## config.mk

```make
export PLATFORM = sky130hd
export DESIGN_NAME = scan_tap
export DESIGN_NICKNAME = d
export VERILOG_FILES = /design/src/rtl/scan_tap_pkg.sv /design/src/rtl/tap_fsm.sv /design/src/rtl/tap_ir.sv /design/src/rtl/tap_dr.sv /design/src/rtl/scan_tap.sv
export SDC_FILE = /design/constraint.sdc
export NUM_CORES = 1
export LEC_CHECK = 0
export BUFFER_PORTS_ARGS = -buffer_cell sky130_fd_sc_hd__buf_2
export CAP_MARGIN = 40
export CORE_ASPECT_RATIO = 0.8
export CORE_UTILIZATION = 30
export CTS_BUF_LIST = sky130_fd_sc_hd__clkbuf_4
export DETAILED_ROUTE_END_ITERATION = 8
export SLEW_MARGIN = 20
export SYNTH_ARGS = -nofsm -noshare
export SYNTH_HDL_FRONTEND = slang
export SYNTH_SLANG_ARGS = --single-unit
```

## constraint.sdc

```tcl
create_clock -name tck -period 5.9 [get_ports tck]
set_input_delay 1.18 -clock tck [delete_from_list [all_inputs] [get_ports tck]]
set_output_delay 1.18 -clock tck [all_outputs]
set_load 0.03 [all_outputs]
```

## src/rtl/scan_tap_pkg.sv

```systemverilog
package scan_tap_pkg;
  typedef enum logic [3:0] {
    TS_RESET = 4'h0, TS_IDLE, TS_SEL_DR, TS_CAP_DR, TS_SH_DR, TS_EX1_DR,
    TS_PAU_DR, TS_EX2_DR, TS_UPD_DR, TS_SEL_IR, TS_CAP_IR, TS_SH_IR,
    TS_EX1_IR, TS_PAU_IR, TS_EX2_IR, TS_UPD_IR
  } tap_state_t;

  localparam int IR_W   = 6;
  localparam int N_USER = 4;
  typedef logic [IR_W-1:0] opc_t;

  localparam opc_t OP_EXTEST   = 6'h00;
  localparam opc_t OP_SAMPLE   = 6'h01;
  localparam opc_t OP_USER1    = 6'h02;
  localparam opc_t OP_USER2    = 6'h03;
  localparam opc_t OP_INTEST   = 6'h07;
  localparam opc_t OP_USERCODE = 6'h08;
  localparam opc_t OP_IDCODE   = 6'h09;
  localparam opc_t OP_HIGHZ    = 6'h0A;
  localparam opc_t OP_USER3    = 6'h22;
  localparam opc_t OP_USER4    = 6'h23;
  localparam opc_t OP_BYPASS   = 6'h3F;
  localparam opc_t IR_CAPTURE  = 6'b000001;

  function automatic logic [N_USER-1:0] user_onehot(opc_t op);
    case (op)
      OP_USER1: return 4'b0001;
      OP_USER2: return 4'b0010;
      OP_USER3: return 4'b0100;
      OP_USER4: return 4'b1000;
      default:  return '0;
    endcase
  endfunction

  function automatic logic uses_bsr(opc_t op);
    return (op == OP_EXTEST) || (op == OP_SAMPLE) || (op == OP_INTEST);
  endfunction
endpackage

```

## src/rtl/tap_fsm.sv

```systemverilog
module tap_fsm
  import scan_tap_pkg::*;
(
  input  logic       tck,
  input  logic       por,
  input  logic       tms,
  output tap_state_t state
);
  tap_state_t nxt;

  always_comb begin
    case (state)
      TS_RESET:  nxt = tms ? TS_RESET  : TS_IDLE;
      TS_IDLE:   nxt = tms ? TS_SEL_DR : TS_IDLE;
      TS_SEL_DR: nxt = tms ? TS_SEL_IR : TS_CAP_DR;
      TS_CAP_DR: nxt = tms ? TS_EX1_DR : TS_SH_DR;
      TS_SH_DR:  nxt = tms ? TS_EX1_DR : TS_SH_DR;
      TS_EX1_DR: nxt = tms ? TS_UPD_DR : TS_PAU_DR;
      TS_PAU_DR: nxt = tms ? TS_EX2_DR : TS_PAU_DR;
      TS_EX2_DR: nxt = tms ? TS_UPD_DR : TS_SH_DR;
      TS_UPD_DR: nxt = tms ? TS_SEL_DR : TS_IDLE;
      TS_SEL_IR: nxt = tms ? TS_RESET  : TS_CAP_IR;
      TS_CAP_IR: nxt = tms ? TS_EX1_IR : TS_SH_IR;
      TS_SH_IR:  nxt = tms ? TS_EX1_IR : TS_SH_IR;
      TS_EX1_IR: nxt = tms ? TS_UPD_IR : TS_PAU_IR;
      TS_PAU_IR: nxt = tms ? TS_EX2_IR : TS_PAU_IR;
      TS_EX2_IR: nxt = tms ? TS_UPD_IR : TS_SH_IR;
      default:   nxt = tms ? TS_SEL_DR : TS_IDLE;
    endcase
  end

  always_ff @(posedge tck) begin
    if (por) state <= TS_RESET;
    else     state <= nxt;
  end

  // five consecutive high mode-select samples always end in reset
  assert_five_ones_reset_R1: assert property (@(posedge tck) disable iff (por)
    ($past(tms,1) && $past(tms,2) && $past(tms,3) && $past(tms,4) && $past(tms,5))
      |-> (state == TS_RESET));
endmodule

```

## src/rtl/tap_ir.sv

```systemverilog
module tap_ir
  import scan_tap_pkg::*;
(
  input  logic              tck,
  input  logic              por,
  input  logic              tdi,
  input  tap_state_t        state,
  input  logic              cfg_done,
  input  logic              cfg_busy,
  output logic              ir_tdo,
  output logic              sel_id,
  output logic              sel_uc,
  output logic              bsr_sel,
  output logic [N_USER-1:0] usr_sel,
  output logic              extest_en,
  output logic              intest_en,
  output logic              highz_en,
  output logic              reject
);
  opc_t ir_sr, instr, eff_op;
  logic known, blocked;

  always_ff @(posedge tck) begin
    if (por)                     ir_sr <= IR_CAPTURE;
    else if (state == TS_CAP_IR) ir_sr <= IR_CAPTURE;
    else if (state == TS_SH_IR)  ir_sr <= {tdi, ir_sr[IR_W-1:1]};
  end
  assign ir_tdo = ir_sr[0];

  always_comb begin
    known = (|user_onehot(ir_sr)) || uses_bsr(ir_sr) || (ir_sr == OP_BYPASS) ||
            (ir_sr == OP_IDCODE) || (ir_sr == OP_USERCODE) || (ir_sr == OP_HIGHZ);
    blocked = ((|user_onehot(ir_sr)) && !cfg_done) || (uses_bsr(ir_sr) && cfg_busy);
    eff_op = (!known || blocked) ? OP_BYPASS : ir_sr;
  end

  always_ff @(negedge tck) begin
    if (por || state == TS_RESET) begin
      instr  <= OP_IDCODE;
      reject <= 1'b0;
    end else if (state == TS_UPD_IR) begin
      instr  <= eff_op;
      reject <= reject | (known && blocked);
    end
  end

  assign sel_id    = (instr == OP_IDCODE);
  assign sel_uc    = (instr == OP_USERCODE);
  assign bsr_sel   = uses_bsr(instr);
  assign usr_sel   = user_onehot(instr);
  assign extest_en = (instr == OP_EXTEST);
  assign intest_en = (instr == OP_INTEST);
  assign highz_en  = (instr == OP_HIGHZ);

  // capture loads the fixed pattern
  assert_ir_capture_R3: assert property (@(posedge tck) disable iff (por)
    (state == TS_CAP_IR) |=> (ir_sr == IR_CAPTURE));
  // active instruction only moves at update or reset
  assert_instr_stable_R5: assert property (@(negedge tck) disable iff (por)
    (state != TS_UPD_IR && state != TS_RESET) |=> $stable(instr));
  // at most one user register selected
  assert_usr_onehot_R9: assert property (@(posedge tck) disable iff (por)
    $onehot0(usr_sel));
  // unconfigured update never selects a user register
  assert_user_gate_R9: assert property (@(negedge tck) disable iff (por)
    (state == TS_UPD_IR && !cfg_done) |=> (usr_sel == '0));
  // busy update never selects the boundary register
  assert_bsr_gate_R10: assert property (@(negedge tck) disable iff (por)
    (state == TS_UPD_IR && cfg_busy) |=> !bsr_sel);
  // reset state leaves the flag clear
  assert_reject_clear_R12: assert property (@(posedge tck) disable iff (por)
    (state == TS_RESET) |-> !reject);
endmodule

```

## src/rtl/tap_dr.sv

```systemverilog
module tap_dr
  import scan_tap_pkg::*;
#(
  parameter int              DR_W     = 32,
  parameter logic [DR_W-1:0] ID_VALUE = 32'h0000_0001
) (
  input  logic              tck,
  input  logic              por,
  input  logic              tdi,
  input  tap_state_t        state,
  input  logic              sel_id,
  input  logic              sel_uc,
  input  logic              bsr_sel,
  input  logic [N_USER-1:0] usr_sel,
  input  logic [DR_W-1:0]   user_code,
  input  logic              bsr_tdo,
  input  logic [N_USER-1:0] usr_tdo,
  output logic              dr_tdo
);
  logic [DR_W-1:0] sr;
  logic            byp_q;
  logic            sel_wide;

  assign sel_wide = sel_id | sel_uc;

  always_ff @(posedge tck) begin
    if (por) begin
      sr    <= ID_VALUE;
      byp_q <= 1'b0;
    end else begin
      if (state == TS_CAP_DR) byp_q <= 1'b0;
      else if (state == TS_SH_DR) byp_q <= tdi;
      if (sel_wide && state == TS_CAP_DR) sr <= sel_uc ? user_code : ID_VALUE;
      else if (sel_wide && state == TS_SH_DR) sr <= {tdi, sr[DR_W-1:1]};
    end
  end

  always_comb begin
    if (sel_wide)        dr_tdo = sr[0];
    else if (bsr_sel)    dr_tdo = bsr_tdo;
    else if (|usr_sel)   dr_tdo = |(usr_sel & usr_tdo);
    else                 dr_tdo = byp_q;
  end

  // identification capture yields the configured value
  assert_id_capture_R7: assert property (@(posedge tck) disable iff (por)
    (state == TS_CAP_DR && sel_id) |=> (sr == ID_VALUE));
  // bypass stage holds 0 right after capture
  assert_bypass_zero_R6: assert property (@(posedge tck) disable iff (por)
    (state == TS_CAP_DR) |=> !byp_q);
endmodule

```

## src/rtl/scan_tap.sv

```systemverilog
module scan_tap
  import scan_tap_pkg::*;
#(
  parameter int              DR_W     = 32,
  parameter logic [DR_W-1:0] ID_VALUE = 32'h1A5C_E093
) (
  input  logic              tck,
  input  logic              por,
  input  logic              tms,
  input  logic              tdi,
  output logic              tdo,
  output logic              tdo_en,
  input  logic              cfg_done,
  input  logic              cfg_busy,
  input  logic [DR_W-1:0]   user_code,
  output logic              dr_capture,
  output logic              dr_shift,
  output logic              dr_update,
  output logic              bsr_sel,
  input  logic              bsr_tdo,
  output logic [N_USER-1:0] usr_sel,
  input  logic [N_USER-1:0] usr_tdo,
  output logic              extest_en,
  output logic              intest_en,
  output logic              highz_en,
  output logic              ir_reject
);
  tap_state_t state;
  logic ir_tdo, dr_tdo, sel_id, sel_uc;

  tap_fsm u_fsm (.tck(tck), .por(por), .tms(tms), .state(state));

  tap_ir u_ir (
    .tck(tck), .por(por), .tdi(tdi), .state(state),
    .cfg_done(cfg_done), .cfg_busy(cfg_busy), .ir_tdo(ir_tdo),
    .sel_id(sel_id), .sel_uc(sel_uc), .bsr_sel(bsr_sel), .usr_sel(usr_sel),
    .extest_en(extest_en), .intest_en(intest_en), .highz_en(highz_en),
    .reject(ir_reject)
  );

  tap_dr #(.DR_W(DR_W), .ID_VALUE(ID_VALUE)) u_dr (
    .tck(tck), .por(por), .tdi(tdi), .state(state),
    .sel_id(sel_id), .sel_uc(sel_uc), .bsr_sel(bsr_sel), .usr_sel(usr_sel),
    .user_code(user_code), .bsr_tdo(bsr_tdo), .usr_tdo(usr_tdo),
    .dr_tdo(dr_tdo)
  );

  always_ff @(negedge tck) begin
    if (por) begin
      tdo    <= 1'b0;
      tdo_en <= 1'b0;
    end else begin
      tdo_en <= (state == TS_SH_IR) || (state == TS_SH_DR);
      tdo    <= (state == TS_SH_IR) ? ir_tdo : dr_tdo;
    end
  end

  assign dr_capture = (state == TS_CAP_DR);
  assign dr_shift   = (state == TS_SH_DR);
  assign dr_update  = (state == TS_UPD_DR);

  // output enabled only in a shift state
  assert_tdo_en_shift_R4: assert property (@(posedge tck) disable iff (por)
    tdo_en |-> (state == TS_SH_IR || state == TS_SH_DR));
  assert_tdo_en_seen_R4: assert property (@(posedge tck) disable iff (por)
    (state == TS_SH_IR || state == TS_SH_DR) |-> tdo_en);
  // boundary and user selects never coexist
  assert_sel_exclusive_R10: assert property (@(posedge tck) disable iff (por)
    !(bsr_sel && (|usr_sel)));
endmodule

```

==> results.md, run 1 <==
* Htree depth at 2
* CTS Root Cell: clkbuf_4
* Synth warnings at 0
* Die width at 109.6 um
* Fraction of registers with async set or reset after synthesis at 0%
* Final Skew at 0.06016 ns
* Die Area at 0.009650 mm^2
* Slew Limit Headroom at 49.12%
* Hold_sp: u_ir.reject$_SDFFE_NP0N_
* Core area at 0.009037 mm^2
* Sink Count at 52
* Yosys top cell by area: dfxtp_1
* Worst-Margin Slew at 0.7581 ns
* Die Span Y at 88.07 um
* Cell area after synthesis at 0.002778 mm^2
* Total power at 655.0 uW
* Pwr Density at 202.1 mW/mm^2
* DR vias at 2703
* Status: complete, no violations
* Syn avg cell area at 8.267 um^2
* Final Cell Area at 0.003241 mm^2
* Site row count at 31
* I/O Pins at 57
* CTS tree: built
* R2R Path Start: u_fsm.state[1]$_SDFF_PP0_
* Area after DPL at 0.003110 mm^2
* Critical path capture point type: primary output
* First-pass GRT wire length at 12360 um
* I/O Buffers at 56
* Layout cells sized above 1 at 25.13%
* Worst EP arrival at 4.64 ns
* Final HPWL from detailed placement at 5024 um
* Longest Clk Path Bufs at 2
* Final ANT Viol Nets at 0
* Drt wl/cell at 15.22 um
* Max IR drop VDD at 0.1006 mV
* CP startpoint kind: flip-flop
* Router iterations before antenna repair at 5
* Vias in the first global route at 2497
* Most used DFF post-synth: dfxtp_1
* Residual DRC at 0
* CP Max Fanout at 6
* CTS Hold Buffers Added at 0
* Synth top area cells: dfxtp_1 (37%), nor2_1 (5.5%), a221o_1 (5.0%)
* Synthesized net count at 379
* Hold WC Path Type: flip-flop to flip-flop
* Post-synth EDFFs at 0
* CP required at 4.72 ns
* Worst Setup Path Type: flip-flop to primary output
* Slew Limit Fails at 0
* N_diodes at 0
* Total wire length at 7566 um
* Maxcap violations at 0
* Post-DR vias/cell at 5.439
* Initial antenna violation count at 0
* CTS Buf Count at 5
* Clock transition at the registers of the reported paths at 0.05 ns
* Final Hold Vio Count at 0
* Unrepaired setup endpoints after global routing: yes
* Worst skew pair latency at 0.42 ns
* Area grow syn2layout at 16.67%
* #FFs+latches synth at 52
* Critical path origin: u_ir.instr[1]$_SDFFE_NP0N_
* Initial Utilization at 30.74%
* Synth Instances at 336
* Final Wtd Congestion at 0.8903
* Yosys cell types at 56
* Nets@finish at 424
* Lkg Pwr at 0.001243 uW
* Post-synthesis sequential area ratio at 37.48%
* Yosys top cell area share at 37.48%
* Overall Global Routing Usage at 16.40%
* Gr ovfl total at 0
* DR iter-0 viols at 251
* Setup violations, final at 0
* Largest net degree at the start of global routing at 41
## logic make-up after synthesis
family | Yosys count | synth area share (%)
multiplexers | 3 | 1.577
flip-flops | 52 | 37.48
AO/OA/AOI/OAI | 112 | 31.13
AND/OR/NAND/NOR | 127 | 23.42
buffers and inverters | 42 | 6.396
## final timing paths
check / end / slack (ns) / depth (start not counted)
max: bsr_sel / 0.08 / 3
min: u_ir.reject$_SDFFE_NP0N_ / 0.47 / 1
max reg2reg: u_ir.instr[0]$_SDFFE_NP1N_ / 0.97 / 4
min reg2reg: u_ir.reject$_SDFFE_NP0N_ / 0.47 / 1
## cell usage after synthesis (3+ instances only)
master	count
nand2_1	29
a211oi_1	9
a2111oi_0	3
or3_1	3
nor4b_1	3
nand3_1	6
inv_1	6
nor2b_1	18
dfxtp_1	52
a221o_1	14
nor3_1	5
a31oi_1	3
nand4_1	3
clkbuf_1	29
o21ai_0	21
a211oi_2	10
nand2b_1	4
nor2_1	41
o22ai_1	18
a21oi_1	14
## through the flow
| step | std cells | util, % | setup TNS [ns] | setup WS, ns | hold WS (ns) |
|---|---|---|---|---|---|
| 3_3_place_gp | 479 | 34.33 | 0 | 0.3447 | 0.4545 |
| 6_report | 497 | 35.86 | 0 | 0.08345 | 0.4737 |
| 3_5_place_dp | 480 | 34.42 | 0 | 0.2848 | 0.4573 |
| 5_1_grt | 497 | 35.86 | -0.01941 | -0.01941 | 0.5050 |
| 2_1_floorplan | 336 | - | 0 | 0.1211 | 0.4566 |
| 4_1_cts | 496 | 35.54 | 0 | 0.0002833 | 0.4777 |
## cells in the final DEF (no fill, tap or decap), types with 3 or more instances in the layout
master / instances
nand2b_1: 4
a221o_1: 14
buf_4: 11
nand3_1: 6
nor3_1: 5
a211oi_1: 9
dfxtp_1: 51
a211oi_2: 10
buf_2: 53
a2111oi_0: 3
o22ai_1: 18
inv_1: 14
nor2_1: 41
o21ai_0: 21
nand2_1: 29
clkbuf_4: 6
a31oi_1: 3
a21oi_1: 14
nor2b_1: 18
nand4_1: 3
or3_1: 3
## power breakdown
part           leakage, uW  internal [uW]  switching, uW
Sequential        0.000422            367           14.5
Clock            0.0000833           54.9            139
Combinational     0.000737           38.1           42.1
Total              0.00124            460            195
## sequential cells by signal, summed over array words and instances, names as in the netlist
signal	cells
u_dr.sr	32
u_ir.instr	6
u_ir.ir_sr	6
u_fsm.state	4
tdo	1
tdo_en	1
u_dr.byp_q	1
u_ir.reject	1
## repair_timing
item / 4_1_cts / 5_1_grt
setup buffers: 0 / 1
gates resized for setup: 2 / 6
pin swaps: 0 / 1
endpoints found under the setup margin: 1 / 7
## routing by layer
| metal | part of all wire [%] | GRT usage [%] |
|---|---|---|
| met3 | 5.4 | 3.274 |
| met1 | 48 | 23.38 |
| met5 | 0 | 0 |
| met2 | 46 | 26.13 |
| met4 | 0.53 | 2.303 |
## worst max-delay path, stage by stage, from the launching register on
cell and delay, ns:
dfxtp_1 0.34, or2_4 0.31, a2111oi_4 0.40, buf_4 0.23
## area by class of cell
| cell class | instances | area (um^2) |
|---|---|---|
| Fill cell | 969 | 5797 |
| Clock buffer | 5 | 37.54 |
| Inverter | 6 | 22.52 |
| Sequential cell | 52 | 1042 |
| Timing Repair Buffer | 65 | 355.3 |
| Tap cell | 115 | 143.9 |
| Multi-Input combinational cell | 242 | 1587 |
| Clock inverter | 12 | 52.55 |
No activity file was read; power rests on OpenSTA's default activity.
==> run 2: changes to the inputs <==
--- a/config.mk
+++ b/config.mk
@@ -5,6 +5,7 @@
 export SDC_FILE = /design/constraint.sdc
 export NUM_CORES = 1
 export LEC_CHECK = 0
+export ABC_AREA = 1
 export BUFFER_PORTS_ARGS = -buffer_cell sky130_fd_sc_hd__buf_2
 export CAP_MARGIN = 40
 export CORE_ASPECT_RATIO = 0.8
==> run 2 against run 1 <==
Compared with the run above:
- non-clock buffer count shrank 7
- critical path type unchanged
- sequential share of layout area grew 0.43 points
- sequential power decreased by 2%
- design area is 1.4% lower
- clock skew decreased by 0.0021 ns
==> results.md, run 2 <==
* Site row count at 30
* Final Wtd Congestion at 0.8812
* Most frequent cells in the layout: nand2_1 (67), inv_1 (64), nor2_1 (60), o21ai_0 (59), buf_2 (56)
* Clk network pwr share at 34.7%
* Synth Instances at 415
* Largest registers: u_dr.sr (32), u_ir.instr (6), u_ir.ir_sr (6)
* Final setup TNS at 0 ns
* Max IR drop VDD at 0.08205 mV
* Longest Clk Path Bufs at 2
* DR WL met3 at 306 um
* Status: complete, no violations
* Final Skew at 0.05805 ns
* Post-DR vias/cell at 4.676
* Synth Area in Adders at 0%
* Leading cell type in the layout, fill and taps excluded: nand2_1
* Initial Utilization at 31.52%
* Pint at 490.6 uW
* Cell area after synthesis at 0.002733 mm^2
* I/O Pins at 57
* R2r setup slk at 1.13 ns
* Synthesized net count at 458
* XOR/XNOR Fraction of Synth Area at 0%
* Worst skew pair latency at 0.42 ns
* Worst EP arrival at 4.51 ns
* Slew Limit Fails at 0
* Maxcap violations at 0
* Syn avg cell area at 6.585 um^2
* Post-synthesis sequential area ratio at 38.10%
* Switch share at 27.46%
* Worst Setup Path Type: flip-flop to primary output
* Slew Limit Headroom at 72.08%
* CTS Buf Count at 5
* Non-filler cells, final at 586
* Die width at 108.7 um
* Hold-critical path depth at 2
* WL met2 at 2963 um
* Most used DFF post-synth: dfxtp_1
* Hold WC Path Type: flip-flop to flip-flop
* Residual DRC at 0
* Yosys top cell by area: dfxtp_1
* Clock transition at the registers of the reported paths at 0.16 ns
* Area grow syn2layout at 16.90%
* Layout cells sized above 1 at 17.09%
* Biggest register: u_dr.sr
* Synth top area cells: dfxtp_1 (38%), o21ai_0 (11%), nand2_1 (9.2%)
* Post-CTS setup buffer count at 0
* Vias in the first global route at 2432
* Worst-Margin Slew at 0.4187 ns
* Count leader, synth: nand2_1
* Final Hold Vio Count at 0
* Core area at 0.008671 mm^2
* CTS tree: built
* Htree depth at 2
* Synth Area in Simple Gates at 24.22%
* Nets@finish at 516
* Yosys top cell area share at 38.10%
* Combinational share of power at 10.1%
* CP Max Fanout at 6
* WL met1 at 3394 um
* Hold_sp: u_dr.sr[15]$_SDFFE_PP1P_
* Initial antenna violation count at 0
* Gr ovfl total at 0
* Post-synth EDFFs at 0
* DP Cell Count at 570
* Max reg flops at 32
* CTS Hold Buffers Added at 0
* Die Area at 0.009497 mm^2
* I/O Buffers at 56
* Drt wl/cell at 11.48 um
* Mux cell area share after synthesis at 0%
* DR iter-0 viols at 144
* Lkg Pwr at 0.001627 uW
* RR Endpoint: u_dr.sr[3]$_SDFFE_PP0P_
* R2R Path Start: u_ir.instr[5]$_SDFFE_NP0N_
* Worst r2r path cells at 8
* Synth Area in Compound Gates at 25.87%
* Hold Path Sink: u_dr.sr[15]$_SDFFE_PP1P_
* N_diodes at 0
* Largest net degree at the start of global routing at 39
* Switch Pwr at 185.7 uW
* Pwr Density at 211.7 mW/mm^2
* CP startpoint kind: flip-flop
* Synth warnings at 0
* Final HPWL from detailed placement at 4923 um
* Unrepaired setup endpoints after global routing: no
* Setup violations, final at 0
* Overall Global Routing Usage at 14.72%
* Ranking of synthesized cells by instance count: nand2_1 (67), nor2_1 (60), o21ai_0 (59), inv_1 (56), dfxtp_1 (52)
* Highest metal used: met4
* DR vias at 2740
* Sink Count at 52
* First-pass GRT wire length at 11180 um
* CTS Root Cell: clkbuf_4
* Largest family of logic cells by synthesized area: compound AO/OA/AOI/OAI gates
* CP required at 4.72 ns
* Final ANT Viol Nets at 0
* Critical path capture point type: primary output
* Post-CTS resize count at 0
* Total wire length at 6727 um
* #FFs+latches synth at 52
* Fraction of registers with async set or reset after synthesis at 0%
* Router iterations before antenna repair at 4
* Die Span Y at 87.37 um
* Yosys cell types at 29
* Sequential share of power at 55.2%
run 2: cell types whose count changed after synthesis, sizes merged, moves of 9 or more:
cell    delta
a211oi    -19
inv       +55
nor2      +23
a21o      +15
nand2     +42
clkbuf    -22
nor2b     -18
nand3      +9
o21ai     +37
o22ai     -18
a221o     -14
a21oi     +36
run 2: area by class of cell:
type / count / area [um^2]
Clock buffer: 5 / 37.54
Clock inverter: 12 / 80.08
Fill cell: 960 / 5477
Inverter: 61 / 231.5
Multi-Input combinational cell: 286 / 1369
Sequential cell: 52 / 1041
Tap cell: 112 / 140.1
Timing Repair Buffer: 58 / 295.3
run 2: power groups by stage:
stage	Sequential [uW]	Combinational (uW)	Clock, uW
final	373	68.4	235
after floorplan	378	45.0	10.4
after global placement	381	68.0	10.4
after CTS	373	68.7	242
after global routing	375	77.8	262
after detailed placement	381	68.4	10.4
run 2: critical path: stages (launching register included):
cell and delay (ns):
dfxtp_1 0.32, nor2_1 0.29, nand3_1 0.12, nor3_1 0.18, buf_2 0.23
run 2: kinds of logic after synthesis:
group | count (synthesis)
AO/OA/AOI/OAI | 130
flip-flops | 52
AND/OR/NAND/NOR | 156
buffers and inverters | 77
run 2: routing by layer:
metal  track usage [%]  up-vias
met5                 0        -
met4             4.423        0
met3             2.842        5
met2             23.01       60
met1             20.38     1224
li1                  -     1451
run 2: worst max path at each step:
stage	start	end	slack, ns	depth (start not counted)
2_1_floorplan	u_ir.instr[2]$_SDFFE_NP0N_	extest_en	0.47	3
3_5_place_dp	u_ir.instr[2]$_SDFFE_NP0N_	extest_en	0.66	4
6_report	u_ir.instr[2]$_SDFFE_NP0N_	extest_en	0.21	4
3_3_place_gp	u_ir.instr[2]$_SDFFE_NP0N_	extest_en	0.70	4
5_1_grt	u_ir.instr[3]$_SDFFE_NP1N_	extest_en	0.1	4
4_1_cts	u_ir.instr[2]$_SDFFE_NP0N_	extest_en	0.22	4
run 2: stage by stage:
stage | utilization [%] | setup WS [ns] | hold WS (ns) | cell area (um^2) | total power [uW]
2_1_floorplan | - | 0.4707 | 0.4354 | 2733 | 433.8
3_3_place_gp | 35.53 | 0.7001 | 0.4449 | 3080 | 459.0
3_5_place_dp | 35.53 | 0.6611 | 0.4510 | 3080 | 459.4
4_1_cts | 36.84 | 0.2176 | 0.4824 | 3194 | 683.8
5_1_grt | 36.84 | 0.09722 | 0.5101 | 3194 | 715.4
6_report | 36.84 | 0.2117 | 0.4854 | 3194 | 676.4
